$ cat config.mk
export PLATFORM = sky130hd
export DESIGN_NAME = flash_wr_guard
export DESIGN_NICKNAME = d
export VERILOG_FILES = /design/src/rtl/flash_wr_pkg.sv /design/src/rtl/flash_wr_en_regs.sv /design/src/rtl/flash_wr_plan.sv /design/src/rtl/flash_wr_span.sv /design/src/rtl/flash_wr_guard.sv
export SDC_FILE = /design/constraint.sdc
export NUM_CORES = 1
export LEC_CHECK = 0
export ABC_AREA = 1
export CORE_ASPECT_RATIO = 1.5
export CORE_MARGIN = 4
export CORE_UTILIZATION = 55
export DETAILED_ROUTE_END_ITERATION = 12
export GPL_TIMING_DRIVEN = 0
export MAX_ROUTING_LAYER = met4
export PLACE_DENSITY = 0.76
export SLEW_MARGIN = 15
export SYNTH_ARGS = -nofsm -noshare
export SYNTH_HDL_FRONTEND = slang
export SYNTH_SLANG_ARGS = --single-unit
export TNS_END_PERCENT = 30
$ cat constraint.sdc
create_clock -name clk -period 6.3 [get_ports clk]
set_input_delay 1.26 -clock clk [delete_from_list [all_inputs] [get_ports clk]]
set_output_delay 1.26 -clock clk [all_outputs]
set_load 0.05 [all_outputs]
$ cat src/rtl/flash_wr_pkg.sv
package flash_wr_pkg;

    typedef enum logic [1:0] {
        ST_IDLE      = 2'd0,
        ST_ERASE_BLK = 2'd1,
        ST_PROG_BLK  = 2'd2,
        ST_REPORT    = 2'd3
    } guard_state_t;

    localparam logic [1:0] CMD_CLEAR   = 2'b00;
    localparam logic [1:0] CMD_EN_ALL  = 2'b01;
    localparam logic [1:0] CMD_EN_LOW  = 2'b10;

    localparam logic [1:0] RES_OK      = 2'd0;
    localparam logic [1:0] RES_REJECT  = 2'd1;
    localparam logic [1:0] RES_ABORT   = 2'd2;

endpackage

$ cat src/rtl/flash_wr_en_regs.sv
module flash_wr_en_regs
    import flash_wr_pkg::*;
(
    input  logic       clk,
    input  logic       rst_n,
    input  logic       cmd_valid,
    input  logic [1:0] cmd,
    output logic       en_all,
    output logic       en_low,
    output logic       cmd_bad
);

    always_ff @(posedge clk) begin
        if (!rst_n) begin
            en_all  <= 1'b0;
            en_low  <= 1'b0;
            cmd_bad <= 1'b0;
        end else begin
            cmd_bad <= 1'b0;
            if (cmd_valid) begin
                unique case (cmd)
                    CMD_CLEAR: begin
                        en_all <= 1'b0;
                        en_low <= 1'b0;
                    end
                    CMD_EN_ALL: en_all <= 1'b1;
                    CMD_EN_LOW: en_low <= 1'b1;
                    default: begin
                        en_all  <= 1'b0;
                        en_low  <= 1'b0;
                        cmd_bad <= 1'b1;
                    end
                endcase
            end
        end
    end

endmodule

$ cat src/rtl/flash_wr_plan.sv
module flash_wr_plan #(
    parameter int ADDR_W   = 22,
    parameter int BLK_SH   = 16,
    parameter int SMALL_SH = 20,
    localparam int CNT_W   = ADDR_W + 1,
    localparam int SUM_W   = CNT_W + 1,
    localparam int LAST_W  = SUM_W - BLK_SH
) (
    input  logic [ADDR_W-1:0] start,
    input  logic [CNT_W-1:0]  count,
    input  logic              size_sel,
    input  logic              en_all,
    input  logic              en_low,
    output logic              accept,
    output logic [LAST_W-1:0] nblk
);

    logic [SUM_W-1:0]  end_addr;
    logic [SUM_W-1:0]  dev_bytes;
    logic              in_boot;
    logic              fits;
    logic [LAST_W-1:0] last_idx;
    logic [LAST_W-1:0] first_idx;
    logic              on_edge;

    always_comb begin
        end_addr  = SUM_W'(start) + SUM_W'(count);
        dev_bytes = size_sel ? (SUM_W'(1) << ADDR_W) : (SUM_W'(1) << SMALL_SH);
        in_boot   = (start[ADDR_W-1:BLK_SH] == '0);
        fits      = (end_addr <= dev_bytes);
        accept    = en_all && (!in_boot || en_low) && fits;
        last_idx  = end_addr[SUM_W-1:BLK_SH];
        first_idx = LAST_W'(start[ADDR_W-1:BLK_SH]);
        on_edge   = (end_addr[BLK_SH-1:0] == '0);
        nblk      = last_idx - first_idx + LAST_W'(1) - (on_edge ? LAST_W'(1) : LAST_W'(0));
    end

endmodule

$ cat src/rtl/flash_wr_span.sv
module flash_wr_span #(
    parameter int ADDR_W  = 22,
    parameter int BLK_SH  = 16,
    localparam int CNT_W  = ADDR_W + 1,
    localparam int LEN_W  = BLK_SH + 1,
    localparam int BLK_W  = ADDR_W - BLK_SH
) (
    input  logic [ADDR_W-1:0] pos,
    input  logic [CNT_W-1:0]  remain,
    output logic [BLK_W-1:0]  blk,
    output logic [BLK_SH-1:0] off,
    output logic [LEN_W-1:0]  len
);

    logic [LEN_W-1:0] room;

    always_comb begin
        blk  = pos[ADDR_W-1:BLK_SH];
        off  = pos[BLK_SH-1:0];
        room = (LEN_W'(1) << BLK_SH) - LEN_W'(off);
        if (remain < CNT_W'(room))
            len = LEN_W'(remain);
        else
            len = room;
    end

endmodule

$ cat src/rtl/flash_wr_guard.sv
module flash_wr_guard
    import flash_wr_pkg::*;
#(
    parameter int ADDR_W   = 22,
    parameter int BLK_SH   = 16,
    parameter int SMALL_SH = 20,
    parameter int TRY_MAX  = 10,
    localparam int CNT_W   = ADDR_W + 1,
    localparam int LEN_W   = BLK_SH + 1,
    localparam int BLK_W   = ADDR_W - BLK_SH,
    localparam int LAST_W  = CNT_W + 1 - BLK_SH,
    localparam int TRY_W   = $clog2(TRY_MAX + 1)
) (
    input  logic              clk,
    input  logic              rst_n,
    input  logic              cmd_valid,
    input  logic [1:0]        cmd,
    output logic              cmd_bad,
    input  logic              size_sel,
    input  logic              wr_req,
    input  logic [ADDR_W-1:0] wr_start,
    input  logic [CNT_W-1:0]  wr_count,
    output logic              busy,
    output logic              job_valid,
    output logic              job_kind,
    output logic [BLK_W-1:0]  job_blk,
    output logic [BLK_SH-1:0] job_off,
    output logic [LEN_W-1:0]  job_len,
    input  logic              job_done,
    input  logic              job_err,
    output logic              res_valid,
    output logic [1:0]        res_status,
    output logic [CNT_W-1:0]  res_bytes
);

    guard_state_t      state_q, state_d;
    logic              en_all, en_low;
    logic              plan_ok;
    logic [LAST_W-1:0] plan_nblk;
    logic [ADDR_W-1:0] pos_q;
    logic [CNT_W-1:0]  rem_q;
    logic [LAST_W-1:0] left_q;
    logic [CNT_W-1:0]  bytes_q;
    logic [TRY_W-1:0]  etry_q, ptry_q;
    logic [1:0]        status_q;
    logic              erase_last, prog_last, blk_last;

    flash_wr_en_regs u_en (
        .clk       (clk),
        .rst_n     (rst_n),
        .cmd_valid (cmd_valid),
        .cmd       (cmd),
        .en_all    (en_all),
        .en_low    (en_low),
        .cmd_bad   (cmd_bad)
    );

    flash_wr_plan #(.ADDR_W(ADDR_W), .BLK_SH(BLK_SH), .SMALL_SH(SMALL_SH)) u_plan (
        .start    (wr_start),
        .count    (wr_count),
        .size_sel (size_sel),
        .en_all   (en_all),
        .en_low   (en_low),
        .accept   (plan_ok),
        .nblk     (plan_nblk)
    );

    flash_wr_span #(.ADDR_W(ADDR_W), .BLK_SH(BLK_SH)) u_span (
        .pos    (pos_q),
        .remain (rem_q),
        .blk    (job_blk),
        .off    (job_off),
        .len    (job_len)
    );

    assign erase_last = (etry_q + TRY_W'(1) >= TRY_W'(TRY_MAX));
    assign prog_last  = (ptry_q + TRY_W'(1) >= TRY_W'(TRY_MAX));
    assign blk_last   = (left_q == LAST_W'(1));

    // next-state logic
    always_comb begin
        state_d = state_q;
        unique case (state_q)
            ST_IDLE: begin
                if (wr_req) begin
                    if (plan_ok && plan_nblk != '0) state_d = ST_ERASE_BLK;
                    else                             state_d = ST_REPORT;
                end
            end
            ST_ERASE_BLK: begin
                if (job_err)       state_d = erase_last ? ST_REPORT : ST_ERASE_BLK;
                else if (job_done) state_d = ST_PROG_BLK;
            end
            ST_PROG_BLK: begin
                if (job_err)       state_d = prog_last ? ST_REPORT : ST_ERASE_BLK;
                else if (job_done) state_d = blk_last ? ST_REPORT : ST_ERASE_BLK;
            end
            ST_REPORT: state_d = ST_IDLE;
            default:   state_d = ST_IDLE;
        endcase
    end

    // state register
    always_ff @(posedge clk) begin
        if (!rst_n) state_q <= ST_IDLE;
        else        state_q <= state_d;
    end

    // per-request working registers
    always_ff @(posedge clk) begin
        if (!rst_n) begin
            pos_q    <= '0;
            rem_q    <= '0;
            left_q   <= '0;
            bytes_q  <= '0;
            etry_q   <= '0;
            ptry_q   <= '0;
            status_q <= RES_OK;
        end else begin
            unique case (state_q)
                ST_IDLE: begin
                    if (wr_req) begin
                        pos_q    <= wr_start;
                        rem_q    <= wr_count;
                        left_q   <= plan_nblk;
                        bytes_q  <= '0;
                        etry_q   <= '0;
                        ptry_q   <= '0;
                        status_q <= plan_ok ? RES_OK : RES_REJECT;
                    end
                end
                ST_ERASE_BLK: begin
                    if (job_err || job_done) etry_q <= etry_q + TRY_W'(1);
                    if (job_err && erase_last) status_q <= RES_ABORT;
                end
                ST_PROG_BLK: begin
                    if (job_err) begin
                        ptry_q <= ptry_q + TRY_W'(1);
                        if (prog_last) status_q <= RES_ABORT;
                    end else if (job_done) begin
                        pos_q   <= pos_q + ADDR_W'(job_len);
                        rem_q   <= rem_q - CNT_W'(job_len);
                        bytes_q <= bytes_q + CNT_W'(job_len);
                        left_q  <= left_q - LAST_W'(1);
                        etry_q  <= '0;
                        ptry_q  <= '0;
                    end
                end
                default: ;
            endcase
        end
    end

    // outputs decoded from state
    always_comb begin
        busy       = (state_q != ST_IDLE);
        job_valid  = (state_q == ST_ERASE_BLK) || (state_q == ST_PROG_BLK);
        job_kind   = (state_q == ST_PROG_BLK);
        res_valid  = (state_q == ST_REPORT);
        res_status = status_q;
        res_bytes  = bytes_q;
    end

endmodule

==> impl_metrics.ini <==
[status]
outcome = finished, final reports clean

[sta]
setup_viol = 0
clock_skew_ns = 0.01173
final.period_utilization = 0.9822
min_period_ns = 6.188
fmax_mhz = 161.6
hold_violations = 0
tns_ns = 0
rsz0062_at_grt = no
max_slew.worst_pin.slew_ns = 0.7859
relSlewSlack = 0.4760
finalMaxSlewViolations = 0

[clocking]
cts_hold_buffers = 0
cts_tree = built
cts_root_buf = clkbuf_16
cts.sinks = 91
ctsHtreeMaxLevel = 3
worstSkewPairLatency_ns = 0.37
cts_buffer_depth = 2
post_cts_buffers = 0
cts_resized = 0
clk_pin_slew_ns = 0.08
cts_made_buffers = 9

[flow_run]
max-cap-violations = 0

[route]
ant_nets = 0
vias_per_cell = 5.724
dr.pass1.iters = 5
drc = 0
routedWlPerCell_um = 17.24
drtIter0Drc = 758
drt_wl_total_um = 33450
vias = 11110

[worst_setup_path]
r2r_end = pos_q[20]
cp.arrival_ns = 4.93
max_stage_delay_ns = 0.91
r2r_slack_ns = 0.34
path_cells = inv_1 > ha_1 > nand3_2 > nor3_2 > nand2_2 > nor2_4 > nand4_2 > nor2_2 > nand2_2 > nor3_2 > nand2_1 > ha_1 > a2111oi_4 > nand3_2 > buf_2 > o21ai_1 > clkdlybuf4s50_1
cp_slowest_cell = clkdlybuf4s50_1
crit_fanout = 10
reg2reg_depth = 29
start_kind = flop
end_kind = output port
cp.required_ns = 5.04
criticalPathCategory = flop to output port
r2r-start = pos_q[1]

[synthesis]
yosysMostFrequentCell = nand2_1
syn-num-nets = 1764
synth_commonest_cells = 401 x nand2_1, 223 x inv_1, 150 x a21oi_1, 119 x ha_1, 110 x nor2_1
yosysSeqAreaShare = 0.1805
synth_cells = 1585
yosysUniqueCellTypes = 60
synth_area_leaders = dfxtp_1 18%, nand2_1 15%, ha_1 15%
ys_ff_latch = 91
syn_area_mm2 = 0.01009
synth_area_leader_cell = dfxtp_1
synth_edf_count = 0
ys_async_sr_fraction = 0
avgSynthCellArea_um2 = 6.367
synth_top_area_frac = 0.1805
yosysWarningCount = 0
ys.flop_type = dfxtp_1

[final_layout]
multi_input_area_mm2 = 0.007201
fill_cells = 1758
drive_gt1_frac = 0.06732
design_area_mm2 = 0.01187
n_antenna_cell = 0
nNetsFinal = 1897
syn_to_final_growth_pct = 17.67
ff_latch_area_mm2 = 0.001822

[placement]
placed_cell_area_mm2 = 0.01158
gp_congestion = 0.9923
dp_hpwl_um = 27480
port_buffers = 122

[floorplanning]
num_io_pins = 123
coreArea_mm2 = 0.01802
die_w_um = 118.6
die_h_um = 173.9
start_util = 0.5601
rows = 60
dieArea_mm2 = 0.02062

[global_route]
gr-total-overflow = 0
grt_pass1_wl_um = 52790
grt_max_degree = 16
grt_pass1_vias = 10440
track_usage = 0.3259
antenna_found_initial = 0

[hold_path]
hp-class = flop to flop
hold_depth = 2
holdPathEnd = res_bytes[22]
hp-start = res_bytes[22]
## cell families after synthesis
| group | Yosys count | synth area share |
|---|---|---|
| DFF | 91 | 0.1805 |
| xor gates and xnor gates | 55 | 0.04774 |
| adders and majority gates | 125 | 0.1595 |
| AOI/OAI and AO/OA | 341 | 0.2016 |
| and+or+nand+nor | 702 | 0.3048 |
| buffers and inverters | 271 | 0.1059 |
## cell usage in the layout (no fill, tap or decap), types with 5 or more instances in the layout
cell type,n
o21a_1,5
xor2_1,32
ha_1,119
or2_2,8
nor2_1,110
inv_2,13
nand3b_1,10
dlymetal6s2s_1,8
a22oi_1,28
a21oi_1,150
o21ai_0,64
dfxtp_1,91
a31oi_1,30
inv_1,223
nor3_1,20
buf_2,8
nand4_1,16
buf_4,5
o21ai_1,17
nand3_1,84
a21o_1,5
nand3_2,5
a21oi_2,6
nor2_2,8
clkbuf_1,15
clkbuf_16,9
nor4_1,6
o21ai_2,8
nand2_1,401
nand2_2,18
clkdlybuf4s50_1,114
xnor2_1,23
fa_1,6
## flip-flops by register name (all words and copies together) (netlist names)
signal and cells:
etry_q 4, left_q 8, pos_q 22, ptry_q 4, rem_q 23, res_bytes 23, res_status 2, state_q 2
u_en.cmd_bad 1, u_en.en_all 1, u_en.en_low 1
## area by class of cell
| cell class | count | share of cell area |
|---|---|---|
| clock inverter | 6 | 0.003477 |
| timing repair buffer | 122 | 0.1045 |
| inverter | 239 | 0.07555 |
| buffer | 32 | 0.01444 |
| clock buffer | 10 | 0.01928 |
| tap | 217 | 0.02287 |
| multi-input combinational | 1223 | 0.6064 |
| sequential | 91 | 0.1534 |
## per-stage QoR
stage / hold WS [ns] / util / setup slack (ns) / cells
floorplan: 0.4352 / - / 0.1243 / 1585
global placement: 0.4468 / 0.6429 / 0.2575 / 1924
detailed placement: 0.4558 / 0.6429 / 0.2023 / 1924
CTS: 0.4678 / 0.6579 / 0.1028 / 1940
global route: 0.4980 / 0.6590 / 0.01260 / 1940
finish: 0.4629 / 0.6590 / 0.1122 / 1940
## how the worst max path moves through the flow
stage                     start           to  slack (ns)  cells past startpoint
floorplan              pos_q[1]    pos_q[18]        0.12                     29
global placement    wr_start[0]   state_q[1]        0.26                     26
detailed placement  wr_start[0]   state_q[1]        0.20                     26
CTS                    pos_q[1]   job_len[0]        0.10                     17
global route           pos_q[1]  job_len[10]        0.01                     22
finish                 pos_q[1]   job_len[7]        0.11                     17
## critical path, delay by kind of cell, from the launching register on
| kind | cells | cell delay, ns |
|---|---|---|
| AO/OA/AOI/OAI | 2 | 0.92 |
| adder cells (fa/ha/maj) | 2 | 0.55 |
| buffers and inverters | 3 | 1.33 |
| flip-flops | 1 | 0.35 |
| AND/OR/NAND/NOR | 10 | 1.39 |
## layer usage
metal	part of all wire	vias up	GRT usage	routed length, um
met2	0.48	396	0.5454	15960
li1	-	5538	-	-
met5	0	-	-	0
met1	0.41	5056	0.3829	13620
met4	0.059	0	0.1730	1972
met3	0.057	115	0.03548	1896
Power is not shown: default switching activity piles up to over one toggle a cycle in this logic, so the estimate is an artifact.
